**src/rtl/dma_regs_pkg.sv**
```systemverilog
package dma_regs_pkg;
  localparam int VAL_W = 18;
  localparam int REG_W = 16;
  typedef enum logic { SEL_ADDR = 1'b0, SEL_CNT = 1'b1 } reg_sel_e;
endpackage

```
**src/rtl/dma_byte_ptr.sv**
```systemverilog
module dma_byte_ptr (
  input  logic clk,
  input  logic rst,
  input  logic clear,
  input  logic step,
  output logic ptr
);
  always_ff @(posedge clk) begin
    if (rst)        ptr <= 1'b0;
    else if (clear) ptr <= 1'b0;
    else if (step)  ptr <= ~ptr;
  end

  // clearing wins over any toggle
  p_clear_wins_r9: assert property (@(posedge clk) disable iff (rst)
    clear |=> (ptr == 1'b0));
  // an 8-bit access toggles the pointer
  p_toggle_r4: assert property (@(posedge clk) disable iff (rst)
    (step && !clear) |=> (ptr != $past(ptr)));
  // no access, no movement
  p_hold_r5: assert property (@(posedge clk) disable iff (rst)
    (!step && !clear) |=> $stable(ptr));
endmodule

```
**src/rtl/dma_chan_slot.sv**
```systemverilog
module dma_chan_slot
  import dma_regs_pkg::*;
#(
  parameter int SHIFT = 0
) (
  input  logic             clk,
  input  logic             rst,
  input  logic             wr_lo,
  input  logic             wr_hi,
  input  logic             wr_full,
  input  reg_sel_e         sel,
  input  logic [REG_W-1:0] wdata,
  input  logic             prog_we,
  input  logic [VAL_W-1:0] prog_val,
  output logic [REG_W-1:0] base_addr,
  output logic [REG_W-1:0] base_cnt,
  output logic [VAL_W-1:0] cur_addr,
  output logic [VAL_W-1:0] prog
);
  logic             reinit;
  logic [REG_W-1:0] next_addr;
  logic [REG_W-1:0] next_cnt;

  assign reinit = wr_hi | wr_full;

  always_comb begin
    next_addr = base_addr;
    next_cnt  = base_cnt;
    if (sel == SEL_ADDR) begin
      if (wr_lo)   next_addr = {base_addr[15:8], wdata[7:0]};
      if (wr_hi)   next_addr = {wdata[7:0], base_addr[7:0]};
      if (wr_full) next_addr = wdata;
    end else begin
      if (wr_lo)   next_cnt = {base_cnt[15:8], wdata[7:0]};
      if (wr_hi)   next_cnt = {wdata[7:0], base_cnt[7:0]};
      if (wr_full) next_cnt = wdata;
    end
  end

  always_ff @(posedge clk) begin
    if (rst) begin
      base_addr <= '0;
      base_cnt  <= '0;
      cur_addr  <= '0;
      prog      <= '0;
    end else begin
      base_addr <= next_addr;
      base_cnt  <= next_cnt;
      if (reinit) begin
        cur_addr <= VAL_W'(next_addr) << SHIFT;
        prog     <= '0;
      end else if (prog_we) begin
        prog <= prog_val;
      end
    end
  end

  // reinitialisation clears progress
  p_reinit_clears_r6: assert property (@(posedge clk) disable iff (rst)
    reinit |=> (prog == '0));
  // low-byte write keeps the high byte
  p_lo_keeps_hi_r2: assert property (@(posedge clk) disable iff (rst)
    (wr_lo && !wr_full && sel == SEL_ADDR) |=> (base_addr[15:8] == $past(base_addr[15:8])));
  // progress loads when not reinitialised
  p_prog_load_r10: assert property (@(posedge clk) disable iff (rst)
    (prog_we && !reinit) |=> (prog == $past(prog_val)));
endmodule

```
**src/rtl/dma_rd_pick.sv**
```systemverilog
module dma_rd_pick
  import dma_regs_pkg::*;
#(
  parameter int SHIFT = 0
) (
  input  reg_sel_e         sel,
  input  logic             ptr,
  input  logic [VAL_W-1:0] cur_addr,
  input  logic [REG_W-1:0] base_cnt,
  input  logic [VAL_W-1:0] prog,
  output logic [7:0]       rbyte
);
  logic [VAL_W-1:0] val;
  logic [VAL_W-1:0] scaled;

  always_comb begin
    if (sel == SEL_CNT) val = (VAL_W'(base_cnt) << SHIFT) - prog;
    else                val = cur_addr + prog;
    scaled = val >> SHIFT;
    rbyte  = ptr ? scaled[15:8] : scaled[7:0];
  end
endmodule

```
**src/rtl/dma_chan_regs.sv**
```systemverilog
module dma_chan_regs
  import dma_regs_pkg::*;
#(
  parameter int SHIFT  = 0,
  parameter int NUM_CH = 4,
  localparam int CH_W   = $clog2(NUM_CH),
  localparam int ADDR_W = SHIFT + CH_W + 1
) (
  input  logic              clk,
  input  logic              rst,
  input  logic [ADDR_W-1:0] port_addr,
  input  logic              wr8,
  input  logic              wr16,
  input  logic              rd8,
  input  logic [REG_W-1:0]  wdata,
  input  logic              ff_clear,
  input  logic              prog_valid,
  input  logic [CH_W-1:0]   prog_ch,
  input  logic [VAL_W-1:0]  prog_count,
  output logic [7:0]        rdata
);
  logic            hit;
  logic [CH_W-1:0] ch;
  reg_sel_e        sel;
  logic            ptr;
  logic            step;
  logic [7:0]      rbyte;

  logic [REG_W-1:0] base_addr [NUM_CH];
  logic [REG_W-1:0] base_cnt  [NUM_CH];
  logic [VAL_W-1:0] cur_addr  [NUM_CH];
  logic [VAL_W-1:0] prog      [NUM_CH];

  generate
    if (SHIFT != 0) begin : g_word
      assign hit = ~port_addr[0];
    end else begin : g_byte
      assign hit = 1'b1;
    end
  endgenerate

  assign ch   = port_addr[SHIFT+CH_W : SHIFT+1];
  assign sel  = reg_sel_e'(port_addr[SHIFT]);
  assign step = (wr8 | rd8) & hit;

  dma_byte_ptr u_ptr (
    .clk  (clk),
    .rst  (rst),
    .clear(ff_clear),
    .step (step),
    .ptr  (ptr)
  );

  for (genvar i = 0; i < NUM_CH; i++) begin : g_ch
    logic me;
    assign me = hit && (ch == CH_W'(i));
    dma_chan_slot #(.SHIFT(SHIFT)) u_slot (
      .clk      (clk),
      .rst      (rst),
      .wr_lo    (me && wr8 && !ptr),
      .wr_hi    (me && wr8 && ptr),
      .wr_full  (me && wr16),
      .sel      (sel),
      .wdata    (wdata),
      .prog_we  (prog_valid && (prog_ch == CH_W'(i))),
      .prog_val (prog_count),
      .base_addr(base_addr[i]),
      .base_cnt (base_cnt[i]),
      .cur_addr (cur_addr[i]),
      .prog     (prog[i])
    );
  end

  dma_rd_pick #(.SHIFT(SHIFT)) u_pick (
    .sel     (sel),
    .ptr     (ptr),
    .cur_addr(cur_addr[ch]),
    .base_cnt(base_cnt[ch]),
    .prog    (prog[ch]),
    .rbyte   (rbyte)
  );

  always_ff @(posedge clk) begin
    if (rst)              rdata <= '0;
    else if (rd8 && hit)  rdata <= rbyte;
  end

  // read data holds between reads
  p_rdata_hold_r7: assert property (@(posedge clk) disable iff (rst)
    !rd8 |=> $stable(rdata));
  // a lone 16-bit write leaves the pointer alone
  p_wr16_ptr_r5: assert property (@(posedge clk) disable iff (rst)
    (wr16 && !wr8 && !rd8 && !ff_clear) |=> $stable(ptr));
endmodule

```
**config.mk**
```make
export PLATFORM = sky130hd
export DESIGN_NAME = dma_chan_regs
export DESIGN_NICKNAME = d
export VERILOG_FILES = /design/src/rtl/dma_regs_pkg.sv /design/src/rtl/dma_byte_ptr.sv /design/src/rtl/dma_chan_slot.sv /design/src/rtl/dma_rd_pick.sv /design/src/rtl/dma_chan_regs.sv
export SDC_FILE = /design/constraint.sdc
export NUM_CORES = 1
export LEC_CHECK = 0
export BUFFER_PORTS_ARGS = -buffer_cell sky130_fd_sc_hd__buf_2
export CAP_MARGIN = 20
export CORE_AREA = 2 2 130 227
export DETAILED_ROUTE_END_ITERATION = 8
export DIE_AREA = 0 0 132 229
export GPL_ROUTABILITY_DRIVEN = 0
export SLEW_MARGIN = 20
export SYNTH_ARGS = -nofsm -noshare
export SYNTH_HDL_FRONTEND = slang
export SYNTH_SLANG_ARGS = --single-unit
```
**constraint.sdc**
```tcl
create_clock -name clk -period 3.1 [get_ports clk]
set_input_delay 0.155 -clock clk [delete_from_list [all_inputs] [get_ports clk]]
set_output_delay 0.155 -clock clk [all_outputs]
set_load 0.01 [all_outputs]
```
==> impl_metrics.env, run 1 <==
export IMPL_drv_cap=0
export IMPL_synthArstFlopShare=0
export IMPL_dieWidth_microns=132
export IMPL_cts_root_buf="clkbuf_16"
export IMPL_grt_pass1_wl_microns=63500
export IMPL_cp_arrival_ns=3.31
export IMPL_synth_adder_area_share=0.0329
export IMPL_grt_max_degree=92
export IMPL_worstPathMaxFanout=3
export IMPL_grt_usage=0.270
export IMPL_p_seq_frac=0.452
export IMPL_drt_first_pass_iters=5
export IMPL_r2r_end="rdata[0]$_SDFFE_PP0P_"
export IMPL_vdd_drop_max_mv=0.534
export IMPL_yosysTopAreaCell="dfxtp_1"
export IMPL_power_frac_comb=0.136
export IMPL_cts_buffer_depth=3
export IMPL_clockPowerShare=0.412
export IMPL_r2r_start="g_ch[3].u_slot.base_cnt[0]$_SDFFE_PP0P_"
export IMPL_drive_gt1_frac=0.145
export IMPL_port_buffers=51
export IMPL_numCtsBuffers=26
export IMPL_final_common_cell="dfxtp_1"
export IMPL_initial_core_util=0.444
export IMPL_h_tree_depth=1
export IMPL_post_route_period_util=0.920
export IMPL_final_antenna_net_count=0
export IMPL_wl_microns=41100
export IMPL_syn_nets=1558
export IMPL_cp_end_kind="register"
export IMPL_fp_dieH_microns=229
export IMPL_layout_common_cells="dfxtp_1, nand2_1, a21oi_1"
export IMPL_setup_viol=0
export IMPL_hp_start="wr8"
export IMPL_worstSetupStartpointType="register"
export IMPL_syn2layout_area_growth_pct=14.8
export IMPL_crit_slowest_cell="mux4_2"
export IMPL_slew_violations=0
export IMPL_fmax_ghz=0.351
export IMPL_post_dp_hpwl_microns=29900
export IMPL_synthMuxAreaShare=0.0944
export IMPL_min_to="u_ptr.ptr$_SDFFE_PP0P_"
export IMPL_ys_flop_type="dfxtp_1"
export IMPL_synth_top_family_by_area="compound AO/OA/AOI/OAI gates"
export IMPL_drc_errors=0
export IMPL_fin_ws_ns=0.248
export IMPL_seq_area_frac_synth=0.420
export IMPL_final_nets=1614
export IMPL_rsz0062_at_grt="false"
export IMPL_hold_path_class="in -> reg"
export IMPL_cts_setup_buffers=0
export IMPL_post_dp_cell_area_sq_mm=0.0134
export IMPL_fill_cells=2718
export IMPL_p_leak_nw=5.41
export IMPL_final_cell_area_sq_mm=0.0145
export IMPL_coreArea_sq_mm=0.0284
export IMPL_critPathKind="reg -> reg"
export IMPL_synth_edf_count=0
export IMPL_rr_worst_depth=12
export IMPL_status="complete, no violations"
export IMPL_num_antenna_cells=0
export IMPL_first_iter_violations=823
export IMPL_synthSimpleGateAreaFrac=0.192
export IMPL_synth_compound_area_frac=0.200
export IMPL_synth_area_top_cells="dfxtp_1, mux4_2, a21oi_1, nand2_1, nor2_1"
export IMPL_critPathRequiredTime_ns=3.56
export IMPL_path_cells="mux4_2, inv_1, ha_1, inv_1, fa_1, a21oi_1, o21ai_1, a21o_1, a21oi_1, xnor2_1, a31oi_1, a311oi_1"
export IMPL_synthCells=1480
export IMPL_cts_tree="done"
export IMPL_io_pins=54
export IMPL_cp_depth=12
export IMPL_hold_viol_final=0
export IMPL_path_clk_slew_ns=0.07
export IMPL_whs_ns=0.0583
export IMPL_rows=82
export IMPL_synth_top_area_frac=0.420
export IMPL_grt_ovfl_total=0
export IMPL_insertion_delay_ns=0.55
export IMPL_clkSinkCount=265
export IMPL_critPathTopFamily="compound AO/OA/AOI/OAI gates"
export IMPL_switchingPower_w=0.00213
export IMPL_grt_pass1_vias=11100
export IMPL_crit_buf_inv=2
export IMPL_p_sw_frac=0.268
export IMPL_powerDensity_mw_per_mm2=547
export IMPL_wl_per_cell_microns=21.3
export IMPL_die_area_sq_mm=0.0302
export IMPL_finClkSkew_ns=0.00802
export IMPL_pre_cts_ws_ns=-0.102
export IMPL_viasPerCell=5.74
export IMPL_ys_ff_latch=265
export IMPL_tightest_slew_ns=0.900
export IMPL_grt_antenna_before_repair=0
export IMPL_reg2reg_setup_slack_ns=0.25
export IMPL_finalCriticalPeriod_ns=2.85
export IMPL_relSlewSlack=0.399
export IMPL_internal_power_w=0.00580
export IMPL_synth_distinct_cells=65
export IMPL_min_path_cells=4
export IMPL_synth_warnings=0
export IMPL_syn_avg_cell_area_sq_um=8.53
export IMPL_synth_xor_area_frac=0.0194
export IMPL_syn_area_sq_mm=0.0126
export IMPL_via_count=11100
export IMPL_critPathMaxStageDelay_ns=0.46
## sequential cells by signal (all words and copies together) (netlist names)
name                   flops
g_ch.u_slot.prog          64
rdata                      8
g_ch.u_slot.base_cnt      64
u_ptr.ptr                  1
g_ch.u_slot.cur_addr      64
g_ch.u_slot.base_addr     64
## power by group through the flow
stage / clock [W] / sequential (W) / combinational (W)
detailed placement: 0 / 0.00366 / 0.00105
CTS: 0.00331 / 0.00358 / 0.00107
global route: 0.00344 / 0.00359 / 0.00117
global placement: 0 / 0.00366 / 0.00104
floorplan: 0 / 0.00364 / 0.000669
finish: 0.00326 / 0.00358 / 0.00108
## per-stage QoR
stage | setup TNS (ns) | util | cells | power (W)
4_1_cts | 0 | 0.510 | 1934 | 0.00796
6_report | 0 | 0.510 | 1934 | 0.00792
3_5_place_dp | -0.204 | 0.473 | 1868 | 0.00471
3_3_place_gp | -0.120 | 0.473 | 1868 | 0.00470
5_1_grt | 0 | 0.510 | 1934 | 0.00820
2_1_floorplan | 0 | - | 1480 | 0.00430
## worst register-to-register path: cells and delay by family (launching register included)
family	cells	cell delay, ns
AO/OA/AOI/OAI	6	1.09
adder cells (fa/ha/maj)	2	0.60
multiplexers	1	0.46
flip-flops	1	0.33
XOR/XNOR	1	0.15
buffers and inverters	2	0.13
## worst max path at each step
stage | startpoint | to | slack [ns]
6_report | g_ch[3].u_slot.base_cnt[0]$_SDFFE_PP0P_ | rdata[0]$_SDFFE_PP0P_ | 0.25
4_1_cts | g_ch[3].u_slot.base_cnt[0]$_SDFFE_PP0P_ | rdata[0]$_SDFFE_PP0P_ | 0.19
5_1_grt | g_ch[3].u_slot.base_cnt[0]$_SDFFE_PP0P_ | rdata[0]$_SDFFE_PP0P_ | 0.05
3_3_place_gp | port_addr[1] | rdata[7]$_SDFFE_PP0P_ | -0.07
2_1_floorplan | port_addr[2] | rdata[0]$_SDFFE_PP0P_ | 0.007
3_5_place_dp | port_addr[1] | rdata[7]$_SDFFE_PP0P_ | -0.10
## cells in the mapped netlist, drive strengths merged, types with 25 or more instances
| library cell | count |
|---|---|
| dfxtp | 265 |
| nand2 | 260 |
| a21oi | 218 |
| nor2 | 142 |
| clkbuf | 72 |
| nand3 | 68 |
| o21ai | 51 |
| mux4 | 48 |
| a211oi | 36 |
| and2 | 36 |
| o22a | 35 |
| buf | 30 |
| ha | 30 |
| a22oi | 29 |
| inv | 25 |
## routing by layer
| layer | global-route usage | wire, microns |
|---|---|---|
| met5 | 0 | 0 |
| met4 | 0.170 | 3000 |
| met3 | 0.0372 | 2050 |
| met2 | 0.490 | 20900 |
| met1 | 0.292 | 15100 |
## area by class of cell
| cell class | instances | area [sq um] | share of cell area |
|---|---|---|---|
| clock buffer | 34 | 701 | 0.0484 |
| clock inverter | 14 | 174 | 0.0120 |
| inverter | 25 | 93.8 | 0.00648 |
| multi-input combinational | 1088 | 6810 | 0.470 |
| sequential | 265 | 5310 | 0.366 |
| tap | 378 | 473 | 0.0326 |
| timing repair buffer | 130 | 936 | 0.0646 |
## cell families (layout without fill, tap and decap cells)
| family | count (synthesis) | after routing |
|---|---|---|
| flops | 265 | 265 |
| simple gates | 554 | 554 |
| fa+ha+maj | 32 | 32 |
| mux | 59 | 59 |
| xor+xnor | 28 | 28 |
| buf+inv | 127 | 203 |
| compound gates | 415 | 415 |
## what timing repair did
item / in CTS / in global routing
setup endpoints to repair: 0 / 1
endpoints found under the hold margin: 66 / 0
gates resized for setup: 0 / 1
hold buffers: 18 / 0
No activity file was read; power rests on OpenSTA's default activity.
==> inputs of run 2 (changes only) <==
--- a/config.mk
+++ b/config.mk
@@ -7,9 +7,9 @@
 export LEC_CHECK = 0
 export BUFFER_PORTS_ARGS = -buffer_cell sky130_fd_sc_hd__buf_2
 export CAP_MARGIN = 20
-export CORE_AREA = 2 2 130 227
+export CORE_AREA = 4 4 132 229
 export DETAILED_ROUTE_END_ITERATION = 8
-export DIE_AREA = 0 0 132 229
+export DIE_AREA = 0 0 136 233
 export GPL_ROUTABILITY_DRIVEN = 0
 export SLEW_MARGIN = 20
 export SYNTH_ARGS = -nofsm -noshare
==> run 2 against run 1 <==
Against the previous run:
- maximum frequency decreased by 1.4%
- critical path depth is 1 higher
- via count down 0.25%
- largest power group unchanged
- register-to-register slack got worse by 0.04 ns
==> impl_metrics.env, run 2 (same netlist as run 1, synthesis figures left out) <==
export IMPL_critPathKind="reg -> reg"
export IMPL_drive_gt1_frac=0.144
export IMPL_critPathTopFamily="compound AO/OA/AOI/OAI gates"
export IMPL_vdd_drop_max_mv=0.395
export IMPL_setup_tns_ns=0
export IMPL_grt_ovfl_total=0
export IMPL_post_dp_cell_area_sq_mm=0.0134
export IMPL_io_pins=54
export IMPL_path_cells="mux4_2, inv_1, ha_1, inv_1, fa_1, a21oi_1, o21ai_1, nand3_1, buf_4, a31oi_1, a41oi_1, o211ai_1, o21ai_0"
export IMPL_layout_common_cells="dfxtp_1, nand2_1, a21oi_1"
export IMPL_first_iter_violations=807
export IMPL_syn2layout_area_growth_pct=14.5
export IMPL_crit_buf_inv=3
export IMPL_crit_slowest_cell="fa_1"
export IMPL_fin_ws_ns=0.209
export IMPL_grt_usage=0.260
export IMPL_drt_first_pass_iters=5
export IMPL_initial_core_util=0.444
export IMPL_powerDensity_mw_per_mm2=541
export IMPL_rsz0062_at_grt="false"
export IMPL_grt_pass1_vias=10800
export IMPL_tightest_slew_ns=0.827
export IMPL_num_antenna_cells=0
export IMPL_path_clk_slew_ns=0.06
export IMPL_final_antenna_net_count=0
export IMPL_clkSinkCount=265
export IMPL_cts_setup_buffers=0
export IMPL_grt_max_degree=88
export IMPL_fmax_ghz=0.346
export IMPL_dp_cells=1863
export IMPL_drc_errors=0
export IMPL_grt_antenna_before_repair=0
export IMPL_grt_pass1_wl_microns=62900
export IMPL_post_route_period_util=0.933
export IMPL_worst_path_most_repeated_cell="inv_1"
export IMPL_cp_arrival_ns=3.36
export IMPL_cts_root_buf="clkbuf_16"
export IMPL_fill_cells=2760
export IMPL_critPathMaxStageDelay_ns=0.46
export IMPL_setup_viol=0
export IMPL_port_buffers=51
export IMPL_viasPerCell=5.74
export IMPL_drv_cap=0
export IMPL_dieWidth_microns=136
export IMPL_fp_dieH_microns=233
export IMPL_worstSetupStartpointType="register"
export IMPL_insertion_delay_ns=0.55
export IMPL_wl_per_cell_microns=21.3
export IMPL_status="complete, no violations"
export IMPL_worstPathMaxFanout=3
export IMPL_p_leak_nw=5.38
export IMPL_cts_tree="done"
export IMPL_die_area_sq_mm=0.0317
export IMPL_h_tree_depth=1
export IMPL_post_dp_hpwl_microns=30000
export IMPL_numCtsBuffers=26
export IMPL_via_count=11100
export IMPL_slew_violations=0
export IMPL_final_nets=1610
export IMPL_wl_microns=41100
export IMPL_hold_path_class="in -> reg"
export IMPL_critPathRequiredTime_ns=3.57
export IMPL_final_cell_area_sq_mm=0.0145
export IMPL_whs_ns=0.0312
export IMPL_hold_viol_final=0
export IMPL_coreArea_sq_mm=0.0284
export IMPL_cts_buffer_depth=3
export IMPL_cp_end_kind="register"
export IMPL_final_common_cell="dfxtp_1"
export IMPL_pre_cts_ws_ns=-0.00155
export IMPL_finClkSkew_ns=0.00896
export IMPL_finalCriticalPeriod_ns=2.89
export IMPL_final_cells=1929
export IMPL_rows=82
export IMPL_relSlewSlack=0.447
==> run 2: cell count changes in the layout (fill, tap and decap cells not counted), sizes merged <==
cell         before  now
buf             112  107
bufinv            3    1
clkbuf           34   35
clkinv            9    8
clkinvlp          1    2
dlygate4sd3      18   19
==> run 2: area by class of cell <==
class	count	area, sq um	area share
timing repair buffer	126	921	0.0637
inverter	25	93.8	0.00649
multi-input combinational	1088	6810	0.471
clock inverter	12	105	0.00727
tap	378	473	0.0327
sequential	265	5310	0.367
clock buffer	35	744	0.0515
==> run 2: tightest hold or removal path, cell delays in order <==
cell	delay (ns)
buf_2	0.13
nand2_1	0.08
nor2_1	0.06
nand2_1	0.06
a21oi_1	0.05
==> run 2: worst paths after layout <==
path	startpoint	to	slack (ns)	cells after the start
setup / recovery	g_ch[0].u_slot.base_cnt[0]$_SDFFE_PP0P_	rdata[4]$_SDFFE_PP0P_	0.21	13
hold / removal	prog_valid	g_ch[2].u_slot.prog[3]$_SDFFE_PP0P_	0.03	5
setup reg to reg	g_ch[0].u_slot.base_cnt[0]$_SDFFE_PP0P_	rdata[4]$_SDFFE_PP0P_	0.21	13
hold reg to reg	g_ch[0].u_slot.base_cnt[4]$_SDFFE_PP0P_	g_ch[0].u_slot.base_cnt[4]$_SDFFE_PP0P_	0.45	2
==> run 2: what timing repair did <==
item	4_1_cts	5_1_grt
resized for setup	0	1
endpoints found under the setup margin	0	1
hold endpoints to repair	66	0
hold buffers	19	0
==> run 2: metrics by stage <==
| step | util | total power, W |
|---|---|---|
| global placement | 0.472 | 0.00469 |
| floorplan | - | 0.00430 |
| detailed placement | 0.472 | 0.00470 |
| CTS | 0.508 | 0.00788 |
| global route | 0.508 | 0.00812 |
| finish | 0.508 | 0.00782 |
==> run 2: metal layers <==
metal  vias to the layer above  share of wire  global-route usage
met5                         -              0                   0
met4                         0          0.081               0.177
met3                       132          0.046              0.0346
met2                       349           0.51               0.456
met1                      5250           0.36               0.288
li1                       5351              -                   -
==> run 2: where the power goes <==
| part | leakage [nW] | internal, W | total [W] | switching (W) |
|---|---|---|---|---|
| clock | 0.420 | 0.00177 | 0.00317 | 0.00140 |
| sequential | 2.15 | 0.00352 | 0.00358 | 0.0000665 |
| combinational | 2.81 | 0.000413 | 0.00106 | 0.000649 |
